<file path="src/rtl/sdr_wb_pkg.sv">
package sdr_wb_pkg;

  typedef enum logic [1:0] {
    CMD_NOP = 2'b00,
    CMD_ACT = 2'b01,
    CMD_WR  = 2'b10,
    CMD_BST = 2'b11
  } wb_cmd_e;

  // burst-length code helpers: bit 2 selects full page, bits 1:0 are log2(beats)
  function automatic logic code_is_page(input logic [2:0] code);
    return code[2];
  endfunction

  function automatic logic [1:0] code_log(input logic [2:0] code);
    return code[1:0];
  endfunction

  function automatic logic [3:0] code_beats(input logic [2:0] code);
    return 4'd1 << code[1:0];
  endfunction

endpackage

</file>
<file path="src/rtl/wb_row_track.sv">
module wb_row_track #(
  parameter int BANKS  = 4,
  parameter int BANK_W = 2,
  parameter int ROW_W  = 11
) (
  input  logic                    clk,
  input  logic                    rst_n,
  input  logic                    act_en,
  input  logic [BANK_W-1:0]       act_bank,
  input  logic [ROW_W-1:0]        act_row,
  input  logic                    close_en,
  input  logic [BANK_W-1:0]       close_bank,
  output logic [BANKS-1:0]        open_vec,
  output logic [BANKS*ROW_W-1:0]  row_flat
);

  for (genvar gi = 0; gi < BANKS; gi++) begin : g_bank
    logic             open_q;
    logic [ROW_W-1:0] row_q;

    always_ff @(posedge clk) begin
      if (!rst_n) begin
        open_q <= 1'b0;
        row_q  <= '0;
      end else if (act_en && act_bank == BANK_W'(gi)) begin
        open_q <= 1'b1;
        row_q  <= act_row;
      end else if (close_en && close_bank == BANK_W'(gi)) begin
        open_q <= 1'b0;
      end
    end

    assign open_vec[gi]                   = open_q;
    assign row_flat[gi*ROW_W +: ROW_W]    = row_q;
  end

endmodule

</file>
<file path="src/rtl/wb_burst_seq.sv">
module wb_burst_seq
  import sdr_wb_pkg::*;
#(
  parameter int BANK_W = 2,
  parameter int ROW_W  = 11,
  parameter int COL_W  = 8
) (
  input  logic              clk,
  input  logic              rst_n,
  input  logic              start,
  input  logic              stop,
  input  logic [BANK_W-1:0] st_bank,
  input  logic [ROW_W-1:0]  st_row,
  input  logic [COL_W-1:0]  st_col,
  input  logic [2:0]        st_code,
  input  logic              st_ap,
  output logic              beat_vld,
  output logic              beat_last,
  output logic              beat_ap,
  output logic [BANK_W-1:0] beat_bank,
  output logic [ROW_W-1:0]  beat_row,
  output logic [COL_W-1:0]  beat_col,
  output logic              busy
);

  // next column: low bits selected by the mask count up, the rest hold
  function automatic logic [COL_W-1:0] step_col(input logic [COL_W-1:0] c,
                                                input logic [1:0] lg,
                                                input logic pg);
    logic [COL_W-1:0] m;
    m = pg ? {COL_W{1'b1}} : ((COL_W'(1) << lg) - COL_W'(1));
    return (c & ~m) | ((c + COL_W'(1)) & m);
  endfunction

  logic              busy_q, page_q, ap_q;
  logic [1:0]        lg_q;
  logic [3:0]        left_q;
  logic [COL_W-1:0]  col_q;
  logic [BANK_W-1:0] bank_q;
  logic [ROW_W-1:0]  row_q;
  logic              cont;
  logic              st_single;

  assign cont      = busy_q & ~start & ~stop;
  assign st_single = ~code_is_page(st_code) && code_beats(st_code) == 4'd1;
  assign beat_vld  = start | cont;
  assign beat_col  = start ? st_col  : step_col(col_q, lg_q, page_q);
  assign beat_bank = start ? st_bank : bank_q;
  assign beat_row  = start ? st_row  : row_q;
  assign beat_ap   = start ? st_ap   : ap_q;
  assign beat_last = start ? st_single : (cont && !page_q && left_q == 4'd1);
  assign busy      = busy_q;

  always_ff @(posedge clk) begin
    if (!rst_n) begin
      busy_q <= 1'b0;
      page_q <= 1'b0;
      ap_q   <= 1'b0;
      lg_q   <= '0;
      left_q <= '0;
      col_q  <= '0;
      bank_q <= '0;
      row_q  <= '0;
    end else if (start) begin
      busy_q <= ~st_single;
      page_q <= code_is_page(st_code);
      lg_q   <= code_log(st_code);
      left_q <= code_beats(st_code) - 4'd1;
      ap_q   <= st_ap;
      col_q  <= st_col;
      bank_q <= st_bank;
      row_q  <= st_row;
    end else if (stop) begin
      busy_q <= 1'b0;
    end else if (cont) begin
      col_q  <= beat_col;
      left_q <= left_q - 4'd1;
      if (beat_last) busy_q <= 1'b0;
    end
  end

endmodule

</file>
<file path="src/rtl/wb_beat_out.sv">
module wb_beat_out #(
  parameter int BANK_W = 2,
  parameter int ROW_W  = 11,
  parameter int COL_W  = 8,
  parameter int DQ_W   = 32,
  parameter int LANES  = DQ_W / 8
) (
  input  logic              clk,
  input  logic              rst_n,
  input  logic              vld,
  input  logic [BANK_W-1:0] bank,
  input  logic [ROW_W-1:0]  row,
  input  logic [COL_W-1:0]  col,
  input  logic [DQ_W-1:0]   dq,
  input  logic [LANES-1:0]  dqm,
  input  logic              pre,
  input  logic [BANK_W-1:0] pbank,
  input  logic              err,
  output logic              wr_en,
  output logic [BANK_W-1:0] wr_bank,
  output logic [ROW_W-1:0]  wr_row,
  output logic [COL_W-1:0]  wr_col,
  output logic [DQ_W-1:0]   wr_data,
  output logic [LANES-1:0]  wr_be,
  output logic              pre_req,
  output logic [BANK_W-1:0] pre_bank,
  output logic              wr_err
);

  logic [DQ_W-1:0] masked;

  for (genvar gl = 0; gl < LANES; gl++) begin : g_lane
    assign masked[gl*8 +: 8] = dqm[gl] ? 8'h00 : dq[gl*8 +: 8];
  end

  always_ff @(posedge clk) begin
    if (!rst_n) begin
      wr_en    <= 1'b0;
      wr_bank  <= '0;
      wr_row   <= '0;
      wr_col   <= '0;
      wr_data  <= '0;
      wr_be    <= '0;
      pre_req  <= 1'b0;
      pre_bank <= '0;
      wr_err   <= 1'b0;
    end else begin
      wr_en    <= vld;
      wr_bank  <= bank;
      wr_row   <= row;
      wr_col   <= col;
      wr_data  <= vld ? masked : '0;
      wr_be    <= vld ? ~dqm : '0;
      pre_req  <= pre;
      pre_bank <= pbank;
      wr_err   <= err;
    end
  end

endmodule

</file>
<file path="src/rtl/sdr_wb_engine.sv">
module sdr_wb_engine
  import sdr_wb_pkg::*;
#(
  parameter int BANKS  = 4,
  parameter int ROW_W  = 11,
  parameter int COL_W  = 8,
  parameter int DQ_W   = 32,
  parameter int BANK_W = $clog2(BANKS),
  parameter int ADDR_W = (ROW_W > COL_W) ? ROW_W : COL_W,
  parameter int LANES  = DQ_W / 8
) (
  input  logic              clk,
  input  logic              rst_n,
  input  logic [1:0]        cmd,
  input  logic [BANK_W-1:0] bank,
  input  logic [ADDR_W-1:0] addr,
  input  logic              auto_pre,
  input  logic [2:0]        bl_code,
  input  logic [DQ_W-1:0]   dq,
  input  logic [LANES-1:0]  dqm,
  output logic              wr_en,
  output logic [BANK_W-1:0] wr_bank,
  output logic [ROW_W-1:0]  wr_row,
  output logic [COL_W-1:0]  wr_col,
  output logic [DQ_W-1:0]   wr_data,
  output logic [LANES-1:0]  wr_be,
  output logic              pre_req,
  output logic [BANK_W-1:0] pre_bank,
  output logic              wr_err
);

  wb_cmd_e cmd_v;
  assign cmd_v = wb_cmd_e'(cmd);

  // named events for the checker
  logic                   act_hit, wr_hit, bst_hit, wr_accept, wr_reject;
  logic [BANKS-1:0]       open_vec;
  logic [BANKS*ROW_W-1:0] row_flat;
  logic [ROW_W-1:0]       cur_row;
  logic                   beat_vld, beat_last, beat_ap, seq_busy, close_go;
  logic [BANK_W-1:0]      beat_bank;
  logic [ROW_W-1:0]       beat_row;
  logic [COL_W-1:0]       beat_col;

  assign act_hit   = cmd_v == CMD_ACT;
  assign wr_hit    = cmd_v == CMD_WR;
  assign bst_hit   = cmd_v == CMD_BST;
  assign wr_accept = wr_hit &  open_vec[bank];
  assign wr_reject = wr_hit & ~open_vec[bank];
  assign close_go  = beat_vld & beat_last & beat_ap;

  always_comb begin
    cur_row = '0;
    for (int i = 0; i < BANKS; i++)
      if (BANK_W'(i) == bank) cur_row = row_flat[i*ROW_W +: ROW_W];
  end

  wb_row_track #(.BANKS(BANKS), .BANK_W(BANK_W), .ROW_W(ROW_W)) u_rows (
    .clk(clk), .rst_n(rst_n),
    .act_en(act_hit), .act_bank(bank), .act_row(addr[ROW_W-1:0]),
    .close_en(close_go), .close_bank(beat_bank),
    .open_vec(open_vec), .row_flat(row_flat)
  );

  wb_burst_seq #(.BANK_W(BANK_W), .ROW_W(ROW_W), .COL_W(COL_W)) u_seq (
    .clk(clk), .rst_n(rst_n),
    .start(wr_accept), .stop(bst_hit),
    .st_bank(bank), .st_row(cur_row), .st_col(addr[COL_W-1:0]),
    .st_code(bl_code), .st_ap(auto_pre),
    .beat_vld(beat_vld), .beat_last(beat_last), .beat_ap(beat_ap),
    .beat_bank(beat_bank), .beat_row(beat_row), .beat_col(beat_col),
    .busy(seq_busy)
  );

  wb_beat_out #(.BANK_W(BANK_W), .ROW_W(ROW_W), .COL_W(COL_W), .DQ_W(DQ_W), .LANES(LANES)) u_out (
    .clk(clk), .rst_n(rst_n),
    .vld(beat_vld), .bank(beat_bank), .row(beat_row), .col(beat_col),
    .dq(dq), .dqm(dqm), .pre(close_go), .pbank(beat_bank), .err(wr_reject),
    .wr_en(wr_en), .wr_bank(wr_bank), .wr_row(wr_row), .wr_col(wr_col),
    .wr_data(wr_data), .wr_be(wr_be), .pre_req(pre_req), .pre_bank(pre_bank),
    .wr_err(wr_err)
  );

endmodule

</file>
<file path="config.mk">
export PLATFORM = sky130hd
export DESIGN_NAME = sdr_wb_engine
export DESIGN_NICKNAME = d
export VERILOG_FILES = /design/src/rtl/sdr_wb_pkg.sv /design/src/rtl/wb_row_track.sv /design/src/rtl/wb_burst_seq.sv /design/src/rtl/wb_beat_out.sv /design/src/rtl/sdr_wb_engine.sv
export SDC_FILE = /design/constraint.sdc
export NUM_CORES = 1
export LEC_CHECK = 0
export CORE_MARGIN = 5
export CORE_UTILIZATION = 30
export CTS_CLUSTER_SIZE = 25
export DETAILED_ROUTE_END_ITERATION = 10
export PLACE_DENSITY = 0.51
export SLEW_MARGIN = 0
export SYNTH_ARGS = -nofsm -noshare
export SYNTH_HDL_FRONTEND = slang
export SYNTH_SLANG_ARGS = --single-unit
</file>
<file path="constraint.sdc">
create_clock -name clk -period 5 [get_ports clk]
set_input_delay 1 -clock clk [delete_from_list [all_inputs] [get_ports clk]]
set_output_delay 1 -clock clk [all_outputs]
set_load 0.03 [all_outputs]
</file>
# Word-level counts from Yosys, hierarchy flattened
# Cells that the tools add are included.
[op_classes] bitwise_logic=19 muxes=29 n_lt_le_gt_ge=1 add_sub_neg=4 shift=2 reduce_logical=28 eq_ne=15
[op_table] op="$mux 11" count=4
[op_table] op="$mux 8" count=5
[op_table] op="$and 8x8->8" count=2
[op_table] op="$mux 1" count=15
[op_table] op="$eq 2x2->1 const B" count=6
[op_table] op="$mux 4" count=3
[op_table] op="$reduce_or 3->1" count=4
[op_table] op="$logic_and 1x1->1" count=11
[op_table] op="$reduce_bool 2->1" count=5
[op_table] op="$add 8x1->8 const B" count=1
[op_table] op="$eq 4x1->1 const B" count=2
[op_table] op="$not 8->8" count=1
[op_table] op="$or 8x8->8" count=1
[op_table] op="$shl 1x2->8 const A" count=1
[op_table] op="$sub 4x1->4 const B" count=2
[op_table] op="$sub 8x1->8 const B" count=1
[op_table] op="$not 1->1" count=7
[op_table] op="$and 1x1->1" count=6
[op_table] op="$eq 2x1->1 const B" count=3
[op_table] op="$reduce_and 2->1" count=3
[op_table] op="$reduce_bool 3->1" count=2
[op_table] op="$eq 2x2->1 const A" count=2
[op_table] op="$logic_not 2->1" count=2
[op_table] op="$not 4->4" count=1
[op_table] op="8 further kinds" count=8
[totals] ff_bits=125 wordCells=123 out_inout_bits=62 input_bits=57

# Logic depth before layout (Yosys ltp)
# Gate-level depths: netlist of run 1.
[logic_depth] depth_word=14 mapped_depth=7 mapped_depth_nobuf=7

# By module
# A second synthesis of run 1 with hierarchy kept.
[hier_totals] hier_cells=514 area_unflattened_um2=5661.7
[by_module_without_submodules] mod="wb_row_track" instances=1 area_each_um2=1825.5 cells_each=181 seq_area_each_um2=960.9
[by_module_without_submodules] mod="wb_beat_out" instances=1 area_each_um2=1804.2 cells_each=133 seq_area_each_um2=1241.2
[by_module_without_submodules] mod="wb_burst_seq" instances=1 area_each_um2=1671.6 cells_each=181 seq_area_each_um2=600.6
[by_module_without_submodules] mod="sdr_wb_engine" instances=1 area_each_um2=360.3 cells_each=19 seq_area_each_um2=0.0

# Worst setup path before layout of run 1
# OpenSTA, ideal clock, no wires.
[synth_timing] path_kind="input to register" from="input bank[0]" to="register u_out.wr_data[0]" required_ns=4.885 stages=6 setup_slack_ns=2.645 t_arrival_ns=2.240 setup_ns=0.115 path_buffers=1 cell_sequence="mux4_2 > o211ai_4 > or2_1 > buf_6 > nor2_4 > and2_1"
[synth_between] elab_chain_cells=9
[synth_lines] item="from (decl)" line_no="sdr_wb_engine.sv:15" source="input logic [BANK_W-1:0] bank,"
[synth_lines] item="$bmux 1 s2 (*)" line_no="sdr_wb_engine.sv:48" source="assign wr_accept = wr_hit & open_vec[bank];"
[synth_lines] item="$mux 1 (not written as such) (*)" line_no="sdr_wb_engine.sv:48"
[synth_lines] item="$and 1x1->1 (*)" line_no="sdr_wb_engine.sv:48"
[synth_lines] item="$not 1->1" line_no="wb_burst_seq.sv:44" source="assign cont = busy_q & ~start & ~stop;"
[synth_lines] item="$and 1x1->1 (2 in series)" line_no="wb_burst_seq.sv:44"
[synth_lines] item="$or 1x1->1 (*)" line_no="wb_burst_seq.sv:46" source="assign beat_vld = start | cont;"
[synth_lines] item="$not 1->1 (no line) (*)"
[synth_lines] item="$reduce_or 3->1 (no line) (*)"
[synth_lines] item="to (signal assigned)" line_no="wb_beat_out.sv:52" source="wr_data <= vld ? masked : '0;"
[synth_lines] item="to (decl)" line_no="wb_beat_out.sv:23" source="output logic [DQ_W-1:0] wr_data,"
# Mark *: on every way between the ends. The rest lies on a longest branch, timed or not. The select of a mux whose other input is x is not followed.
# A chain may end at the register's enable or synchronous reset.

# Worst setup path in the final report of run 1
[layout_timing] from="input bank[0]" to="register u_out.wr_data[25]"
# The elaborated chain is that of the path after synthesis.

==> flow_summary.yaml, run 1 <==
timing:
  tightestPinTransition_ps: 1050
  finalSetupTns_ps: 0
  finalCritPeriodShare: 0.654
  period_needed_ps: 3270
  slew_violations: 0
  relSlewSlack: 0.295
  rsz0062_at_grt: "no"
  finalSetupViolations: 0
  fin_skew_ps: 5.71
  timing.fmax_mhz: 306
  hold_viol_final: 0
synthesis:
  synthXorXnorAreaFrac: 0.0126
  synthAdderAreaFrac: 0.0103
  synth-seq-area-share: 0.513
  syn_nets: 596
  synth_cell_type_count: 48
  synthMuxAreaShare: 0.0710
  syn_area_um2: 4880
  synth.area.top_cells: "dfxtp_1 51%, nand2_1 11%, a21oi_1 8.3%, mux4_2 5.5%, and2_1 4.6%"
  synth_top_area_share: 0.513
  postSynthCellCount: 535
  yosys-top-cells-count: "138 x nand2_1, 125 x dfxtp_1, 81 x a21oi_1"
  yosys.area.top_type: "dfxtp_1"
  yosys.area_share.simple: 0.217
  postSynthAreaPerCell_um2: 9.12
  ys_warn_count: 0
  synth_top_family_by_area: "simple AND/OR/NAND/NOR gates"
  synthArstFlopShare: 0
  synth_edf_count: 0
  synth_seq_cells: 125
  synth_compound_area_frac: 0.139
  ys.flop_type: "dfxtp_1"
  yosysMostFrequentCell: "nand2_1"
floorplan:
  die_area_um2: 18900
  start_util: 0.306
  die_h_um: 138
  ios: 119
  die_w_um: 138
  core_um2: 15900
  row_count: 46
setup_path:
  reg2reg_from: "u_rows.g_bank[2].open_q"
  reg2reg_slack_ps: 2840
  arrival_ps: 3590
  crit_path_frequent_cell: "buf_4"
  end_kind: "flip-flop"
  path_buf_inv: 3
  start_kind: "input port"
  path_max_fanout: 20
  max_stage_delay_ps: 590
  path_delay_family: "buffers and inverters"
  crit_chain: "clkdlybuf4s50_1 > buf_4 > mux4_2 > o211ai_4 > buf_4 > or2_1 > nor2_4 > and2_1"
  worst-setup-path-type: "in2reg"
  cp.required_ps: 5310
  r2r_end: "u_out.wr_data[25]"
  crit_slowest_cell: "mux4_2"
  r2r_cells: 6
global_routing:
  grt_max_degree: 73
  grt_usage: 0.148
  grt_first_pass_wirelength_um: 21200
  first_global_vias: 4102
  antenna_found_initial: 0
  grt-ovfl-total: 0
min_path:
  hold_class: "reg2reg"
  hold_end: "u_seq.row_q[2]"
  hold-path-cell-count: 2
  worstHoldStart: "u_seq.row_q[2]"
route:
  drcViolationCount: 0
  wl_per_cell_um: 15.7
  vias_per_cell: 4.64
  drt-total-wl_um: 13800
  num_vias: 4066
  drt_iter0_drc: 222
  ant_nets: 0
  drt-pass1-iter-count: 4
cts:
  cts-root-buf: "clkbuf_16"
  cts_resized: 0
  clock_sinks: 125
  max-clock-path-buffers: 2
  path_clk_slew_ps: 60
  worst_skew_pair.late_latency_ps: 420
  cts.htree.levels: 4
  tritoncts: "done"
  cts_hold_buf: 0
  post_cts.repair.setup_buffers: 0
  numCtsBuffers: 17
power:
  p_leak_nw: 2.43
  power_density_nw_per_um2: 361
  ir_drop_uv: 227
cells_and_area:
  layout-drive-gt1-share: 0.104
  multi_input_area_um2: 2200
  fin_nets: 709
  area.growth.synth_to_final_pct: 40.7
  fillers: 1562
  seqCellArea_um2: 2500
  diodes: 0
  design_area_um2: 6860
placed_design:
  place_congestion: 0.770
  port-buffer-count: 118
  hpwl_um: 9510
  placed_area_um2: 6230
run:
  drv_cap: 0
outcome:
  status: "finished, final reports clean"
==> per-stage QoR <==
stage               hold WS (ps)  total power, mW  setup slack, ps  utilization  instances
floorplan                    432             1.10             2650            -        535
global placement             438             1.17             1280        0.391        845
detailed placement           445             1.17             1250        0.391        845
CTS                          453             2.51             1690        0.431        877
global route                 468             2.56             1600        0.431        877
finish                       449             2.48             1730        0.431        877
==> where the power goes <==
part           switching (mW)  internal [mW]
Sequential            0.00665           1.01
Clock                   0.482          0.843
Combinational          0.0682         0.0669
Total                   0.557           1.92
==> how the worst max path moves through the flow <==
stage,startpoint,end,slack [ps],cells after the start
after floorplan,bank[0],u_out.wr_data[0],2650,6
after global placement,bank[0],u_out.wr_data[12],1280,8
after detailed placement,bank[0],u_out.wr_data[12],1250,8
after CTS,bank[0],u_out.wr_data[9],1690,8
after global routing,bank[0],u_out.wr_data[29],1600,8
final,bank[0],u_out.wr_data[25],1730,8
==> registers in the layout, indices dropped and copies added, names as in the netlist <==
register / cells
u_seq.lg_q: 2
u_seq.bank_q: 2
u_out.wr_be: 4
u_seq.left_q: 4
u_seq.busy: 1
u_seq.row_q: 11
u_out.wr_col: 8
u_seq.col_q: 8
u_seq.page_q: 1
u_seq.ap_q: 1
u_out.wr_en: 1
u_out.wr_data: 32
u_out.pre_req: 1
u_rows.g_bank.row_q: 44
u_out.wr_err: 1
u_rows.g_bank.open_q: 4
==> tightest hold or removal path: cells and delay by family, from the launching register on <==
kind | cells | cell delay, ps
AOI/OAI and AO/OA | 1 | 50
DFF | 1 | 310
and+or+nand+nor | 1 | 50
==> kinds of logic (layout without fill, tap and decap cells) <==
kind of cell	after synthesis	after routing
mux	19	19
simple gates	226	226
xor+xnor	7	7
flops	125	125
buf+inv	38	164
compound gates	116	116
fa+ha+maj	4	4
==> cell type report <==
cell class	count	area share
Clock buffer	17	0.0620
Clock inverter	15	0.0306
Inverter	8	0.00437
Multi-Input combinational cell	372	0.320
Tap cell	216	0.0394
Sequential cell	125	0.365
Timing Repair Buffer	124	0.179
==> layer usage <==
layer | vias up | track usage | part of all wire | routed length [µm]
met5 | - | 0 | 0 | 0
met4 | 0 | 0.0682 | 0.024 | 332
met3 | 27 | 0.0402 | 0.048 | 661
met2 | 95 | 0.257 | 0.51 | 7060
met1 | 1910 | 0.170 | 0.42 | 5730
li1 | 2034 | - | - | -
==> cells in the final DEF (no fill, tap or decap), types with 3 or more instances in the layout <==
cell type	instances
nor3_1	5
dfxtp_1	125
mux2_2	5
nand2_1	138
o21ai_0	11
or2_2	3
o21a_1	3
nor2b_1	4
nor2_1	12
ha_1	4
clkbuf_16	17
buf_4	6
inv_6	5
bufinv_16	4
a21oi_1	81
clkdlybuf4s50_1	118
or3_1	4
mux4_2	12
nand3_1	5
a21o_1	4
and2_1	36
xnor2_1	5
clkinv_4	3
nor2_4	4
a41oi_1	3
inv_1	7
nand2b_1	3
Power figures use the tool's default switching activity.
==> run 2: changes to the inputs <==
--- a/config.mk
+++ b/config.mk
@@ -9,7 +9,7 @@
 export CORE_UTILIZATION = 30
 export CTS_CLUSTER_SIZE = 25
 export DETAILED_ROUTE_END_ITERATION = 10
-export PLACE_DENSITY = 0.51
+export PLACE_DENSITY = 0.53
 export SLEW_MARGIN = 0
 export SYNTH_ARGS = -nofsm -noshare
 export SYNTH_HDL_FRONTEND = slang
==> constraint.sdc (replaced) <==
create_clock -name clk -period 2.7 [get_ports clk]
set_input_delay 0.54 -clock clk [delete_from_list [all_inputs] [get_ports clk]]
set_output_delay 0.54 -clock clk [all_outputs]
set_load 0.03 [all_outputs]
==> run 2 against run 1 <==
Net effect:
- cell count rose by 1.6%
- clock-buffer cell count is 1 higher
- routed wire length is 4.3% lower
- sequential power increased by 84%
- largest cell class unchanged
- via count up 1.7%
- largest power group unchanged
- critical endpoint is now u_rows.g_bank[3].open_q
- combinational power is 90% higher
- worst setup slack got worse by 1300 ps
==> flow_summary.yaml, run 2 (same netlist as run 1, synthesis figures left out) <==
outcome:
  status: "finished, final reports clean"
setup_path:
  end_kind: "flip-flop"
  path_buf_inv: 2
  worst-setup-path-type: "in2reg"
  path_max_fanout: 8
  max_stage_delay_ps: 590
  start_kind: "input port"
  path_delay_family: "multiplexers"
  crit_chain: "clkdlybuf4s50_1 > mux2_2 > a22oi_4 > mux2i_1 > inv_1 > a41oi_1"
  reg2reg_slack_ps: 720
  arrival_ps: 2600
  crit_slowest_cell: "clkdlybuf4s50_1"
  cp.required_ps: 3030
timing:
  finalCritPeriodShare: 0.842
  hold_viol_final: 0
  period_needed_ps: 2270
  fin_skew_ps: 7.53
  finalSetupViolations: 0
  tightestPinTransition_ps: 697
  finalSetupTns_ps: 0
  timing.fmax_mhz: 440
  relSlewSlack: 0.536
  slew_violations: 0
  rsz0062_at_grt: "no"
  worst_slack_ps: 428
  timing.hold.ws_ps: 449
cts:
  cts_resized: 0
  numCtsBuffers: 17
  cts-root-buf: "clkbuf_16"
  path_clk_slew_ps: 60
  clock_sinks: 125
  worst_skew_pair.late_latency_ps: 410
  cts.htree.levels: 4
  max-clock-path-buffers: 2
  tritoncts: "done"
  cts_hold_buf: 0
  post_cts.repair.setup_buffers: 0
cells_and_area:
  fin_nets: 723
  largest_reg_flops: 44
  diodes: 0
  top_register: "u_rows.g_bank.row_q"
  final_cell_mix: "138 x nand2_1, 125 x dfxtp_1, 118 x clkdlybuf4s50_1"
  largest_registers: "u_rows.g_bank.row_q (44), u_out.wr_data (32), u_seq.row_q (11)"
  layout-drive-gt1-share: 0.121
  area.growth.synth_to_final_pct: 41.7
  layout_commonest_cell: "nand2_1"
  final_core_util: 0.434
global_routing:
  antenna_found_initial: 1
  grt-ovfl-total: 0
  grtUsageMet1: 0.183
  use_met3: 0.0709
  grt_max_degree: 67
  first_global_vias: 4069
  grt_usage: 0.147
  grt-busiest-layer: "met2"
  grt_first_pass_wirelength_um: 21400
  grt_use_met2: 0.227
floorplan:
  die_h_um: 138
  ios: 119
  core_um2: 15900
  die_w_um: 138
  row_count: 46
  die_area_um2: 18900
  start_util: 0.306
run:
  drv_cap: 0
route:
  wl_per_cell_um: 14.8
  num_vias: 4135
  drt-pass1-iter-count: 4
  vias_per_cell: 4.64
  drcViolationCount: 0
  drt-total-wl_um: 13200
  ant_nets: 0
  drt_iter0_drc: 252
power:
  p_leak_nw: 2.47
  p_sw_mw: 0.974
  p_comb_frac: 0.060
  clkPwrFrac: 0.498
  p_seq_frac: 0.442
  swShare: 0.229
  ir_drop_uv: 399
  power_density_nw_per_um2: 616
  p_int_mw: 3.28
  p_total_mw: 4.26
placed_design:
  preCtsSetupSlack_ps: 0.167
  port-buffer-count: 118
  place_congestion: 0.790
  hpwl_um: 9330
min_path:
  hold_class: "reg2reg"
## run 2: changes by cell type in the layout (fill, tap and decap cells not counted), sizes merged
cell	delta
clkinvlp	+3
inv	-3
clkbuf	+1
clkinv	+2
bufinv	-3
buf	+14
## run 2: area by class of cell
class / count / area (µm²)
sequential: 125 / 2500
clock buffer: 18 / 439
clock inverter: 14 / 119
tap: 216 / 270
multi-input combinational: 372 / 2190
inverter: 8 / 30.0
fill: 1553 / 9030
timing repair buffer: 138 / 1360
## run 2: metrics by stage
stage,area [µm²],std cells
2_1_floorplan,4880,535
3_3_place_gp,6350,859
3_5_place_dp,6350,859
4_1_cts,6910,891
5_1_grt,6910,891
6_report,6910,891
## run 2: layer usage
metal / vias up / share of wire
met1: 1922 / 0.44
li1: 2063 / -
met5: - / 0.00083
met2: 139 / 0.46
met3: 9 / 0.10
met4: 2 / 0.0072
## run 2: path summary, 6_finish.rpt
| kind | from | cells after the start | end |
|---|---|---|---|
| setup reg to reg | u_seq.lg_q[0] | 7 | u_out.wr_col[6] |
| hold / removal | u_seq.row_q[2] | 2 | u_seq.row_q[2] |
| hold reg to reg | u_seq.row_q[2] | 2 | u_seq.row_q[2] |
| setup / recovery | bank[1] | 6 | u_rows.g_bank[3].open_q |
## run 2: power by group through the flow
stage	Clock [mW]	Sequential (mW)	Combinational (mW)
2_1_floorplan	0	1.93	0.105
3_3_place_gp	0	1.92	0.257
3_5_place_dp	0	1.92	0.259
4_1_cts	2.17	1.88	0.260
5_1_grt	2.28	1.88	0.279
6_report	2.12	1.88	0.257
## run 2: worst min-delay path, cell delays in order (launching register included)
cell and delay [ps]:
dfxtp_1 300, nand2_1 50, a21oi_1 50
==> run 3: changes to the inputs <==
--- a/config.mk
+++ b/config.mk
@@ -9,7 +9,7 @@
 export CORE_UTILIZATION = 30
 export CTS_CLUSTER_SIZE = 25
 export DETAILED_ROUTE_END_ITERATION = 10
-export PLACE_DENSITY = 0.53
+export PLACE_DENSITY = 0.51
 export SLEW_MARGIN = 0
 export SYNTH_ARGS = -nofsm -noshare
 export SYNTH_HDL_FRONTEND = slang
==> constraint.sdc (replaced) <==
create_clock -name clk -period 2.26 [get_ports clk]
set_input_delay 0.452 -clock clk [delete_from_list [all_inputs] [get_ports clk]]
set_output_delay 0.452 -clock clk [all_outputs]
set_load 0.03 [all_outputs]
==> run 3 against run 2 <==
Net effect:
- design area increased by 3.0%
- routed wire length increased by 6.2%
- critical path depth unchanged
- worst hold slack got worse by 0.62 ps
- non-clock buffer count increased by 19
- first-iteration DRC count increased by 4.8%
- clock power increased by 34%
- clock skew about the same
- power increased by 27%
- core utilization increased by 1.3 points
- global-route usage increased by 0.35 points
- critical path type unchanged
==> flow_summary.yaml, run 3 (same netlist as run 1, synthesis figures left out) <==
outcome:
  status: "finished, final reports clean"
floorplan:
  ios: 119
  die_h_um: 138
  start_util: 0.306
  row_count: 46
  die_area_um2: 18900
  core_um2: 15900
  die_w_um: 138
setup_path:
  path_max_fanout: 7
  arrival_ps: 2370
  end_kind: "flip-flop"
  start_kind: "input port"
  cp.required_ps: 2540
  worst-setup-path-type: "in2reg"
  reg2reg_slack_ps: 340
global_routing:
  grt_usage: 0.151
  grt_first_pass_wirelength_um: 21800
  grt_max_degree: 73
  grt-ovfl-total: 0
  antenna_found_initial: 0
  first_global_vias: 4216
cts:
  numCtsBuffers: 17
  max-clock-path-buffers: 2
  tritoncts: "done"
  cts-root-buf: "clkbuf_16"
  cts_resized: 0
  cts.htree.levels: 4
  post_cts.repair.setup_buffers: 0
  clock_sinks: 125
  cts_hold_buf: 0
  worst_skew_pair.late_latency_ps: 410
  path_clk_slew_ps: 60
timing:
  worst_slack_ps: 168
  relSlewSlack: 0.598
  finalCritPeriodShare: 0.926
  fin_skew_ps: 7.74
  timing.hold.ws_ps: 448
  hold_viol_final: 0
  timing.fmax_mhz: 478
  finalSetupViolations: 0
  rsz0062_at_grt: "no"
  finalSetupTns_ps: 0
  slew_violations: 0
  tightestPinTransition_ps: 595
  period_needed_ps: 2090
power:
  ir_drop_uv: 536
  p_total_mw: 5.42
  p_leak_nw: 2.59
  power_density_nw_per_um2: 762
placed_design:
  port-buffer-count: 118
  preCtsSetupSlack_ps: -258
  hpwl_um: 10100
  place_congestion: 0.813
  place_inst: 878
cells_and_area:
  largest_registers: "u_rows.g_bank.row_q (44), u_out.wr_data (32), u_seq.row_q (11)"
  final_cell_mix: "138 x nand2_1, 125 x dfxtp_1, 118 x clkdlybuf4s50_1"
  area.growth.synth_to_final_pct: 46.0
  fin_nets: 742
  top_register: "u_rows.g_bank.row_q"
  layout-drive-gt1-share: 0.144
  fillers: 1527
  largest_reg_flops: 44
  layoutNonFillerInstCount: 910
  diodes: 0
  layout_commonest_cell: "nand2_1"
route:
  vias_per_cell: 4.61
  drt-pass1-iter-count: 5
  drt_iter0_drc: 264
  drt-total-wl_um: 14000
  ant_nets: 0
  wl_per_cell_um: 15.4
  num_vias: 4198
  drcViolationCount: 0
min_path:
  hold_class: "reg2reg"
run:
  drv_cap: 0
==> run 3: cell count changes in the layout (fill, tap and decap cells not counted), moves of 2 or more <==
| cell | delta |
|---|---|
| clkinv_2 | -3 |
| clkinv_4 | +3 |
| inv_6 | -2 |
| buf_4 | +19 |
| bufinv_16 | +3 |
==> run 3: worst paths after layout <==
kind	start	to	cells past startpoint
min reg2reg	u_seq.row_q[3]	u_seq.row_q[3]	2
max reg2reg	u_seq.lg_q[1]	u_seq.col_q[4]	7
min	u_seq.row_q[3]	u_seq.row_q[3]	2
max	bank[1]	u_rows.g_bank[1].open_q	6
==> run 3: worst max-delay path, cell delays in order <==
cell	delay, ps
clkdlybuf4s50_1	560
mux2_2	410
a22oi_4	280
nand3_1	140
a21oi_1	360
a41oi_1	170
==> run 3: layer usage <==
| layer | GRT usage | share of wire | routed length, µm | up-vias |
|---|---|---|---|---|
| li1 | - | - | - | 2103 |
| met1 | 0.182 | 0.41 | 5790 | 1958 |
| met2 | 0.257 | 0.51 | 7150 | 117 |
| met3 | 0.0394 | 0.058 | 808 | 20 |
| met4 | 0.0571 | 0.018 | 252 | 0 |
| met5 | 0 | 0 | 0 | - |
==> run 3: power breakdown <==
group / leakage (nW) / switching (mW) / internal (mW)
Clock: 0.292 / 1.00 / 1.84
Sequential: 1.01 / 0.0150 / 2.23
Combinational: 1.29 / 0.159 / 0.171
Total: 2.59 / 1.18 / 4.25
==> run 3: through the flow <==
step | instance area, µm² | utilization
3_3_place_gp | 6500 | 0.407
6_report | 7120 | 0.447
4_1_cts | 7120 | 0.447
2_1_floorplan | 4880 | -
5_1_grt | 7120 | 0.447
3_5_place_dp | 6500 | 0.407
==> run 3: layout make-up <==
type,instances,area (µm²),area share
flip-flops and latches,125,2500,0.351
multi-input cells,372,2190,0.308
repair buffers,157,1500,0.211
clock buffers,18,429,0.0603
well taps,216,270,0.0380
clock inverters,14,195,0.0274
inverters,8,30.0,0.00422
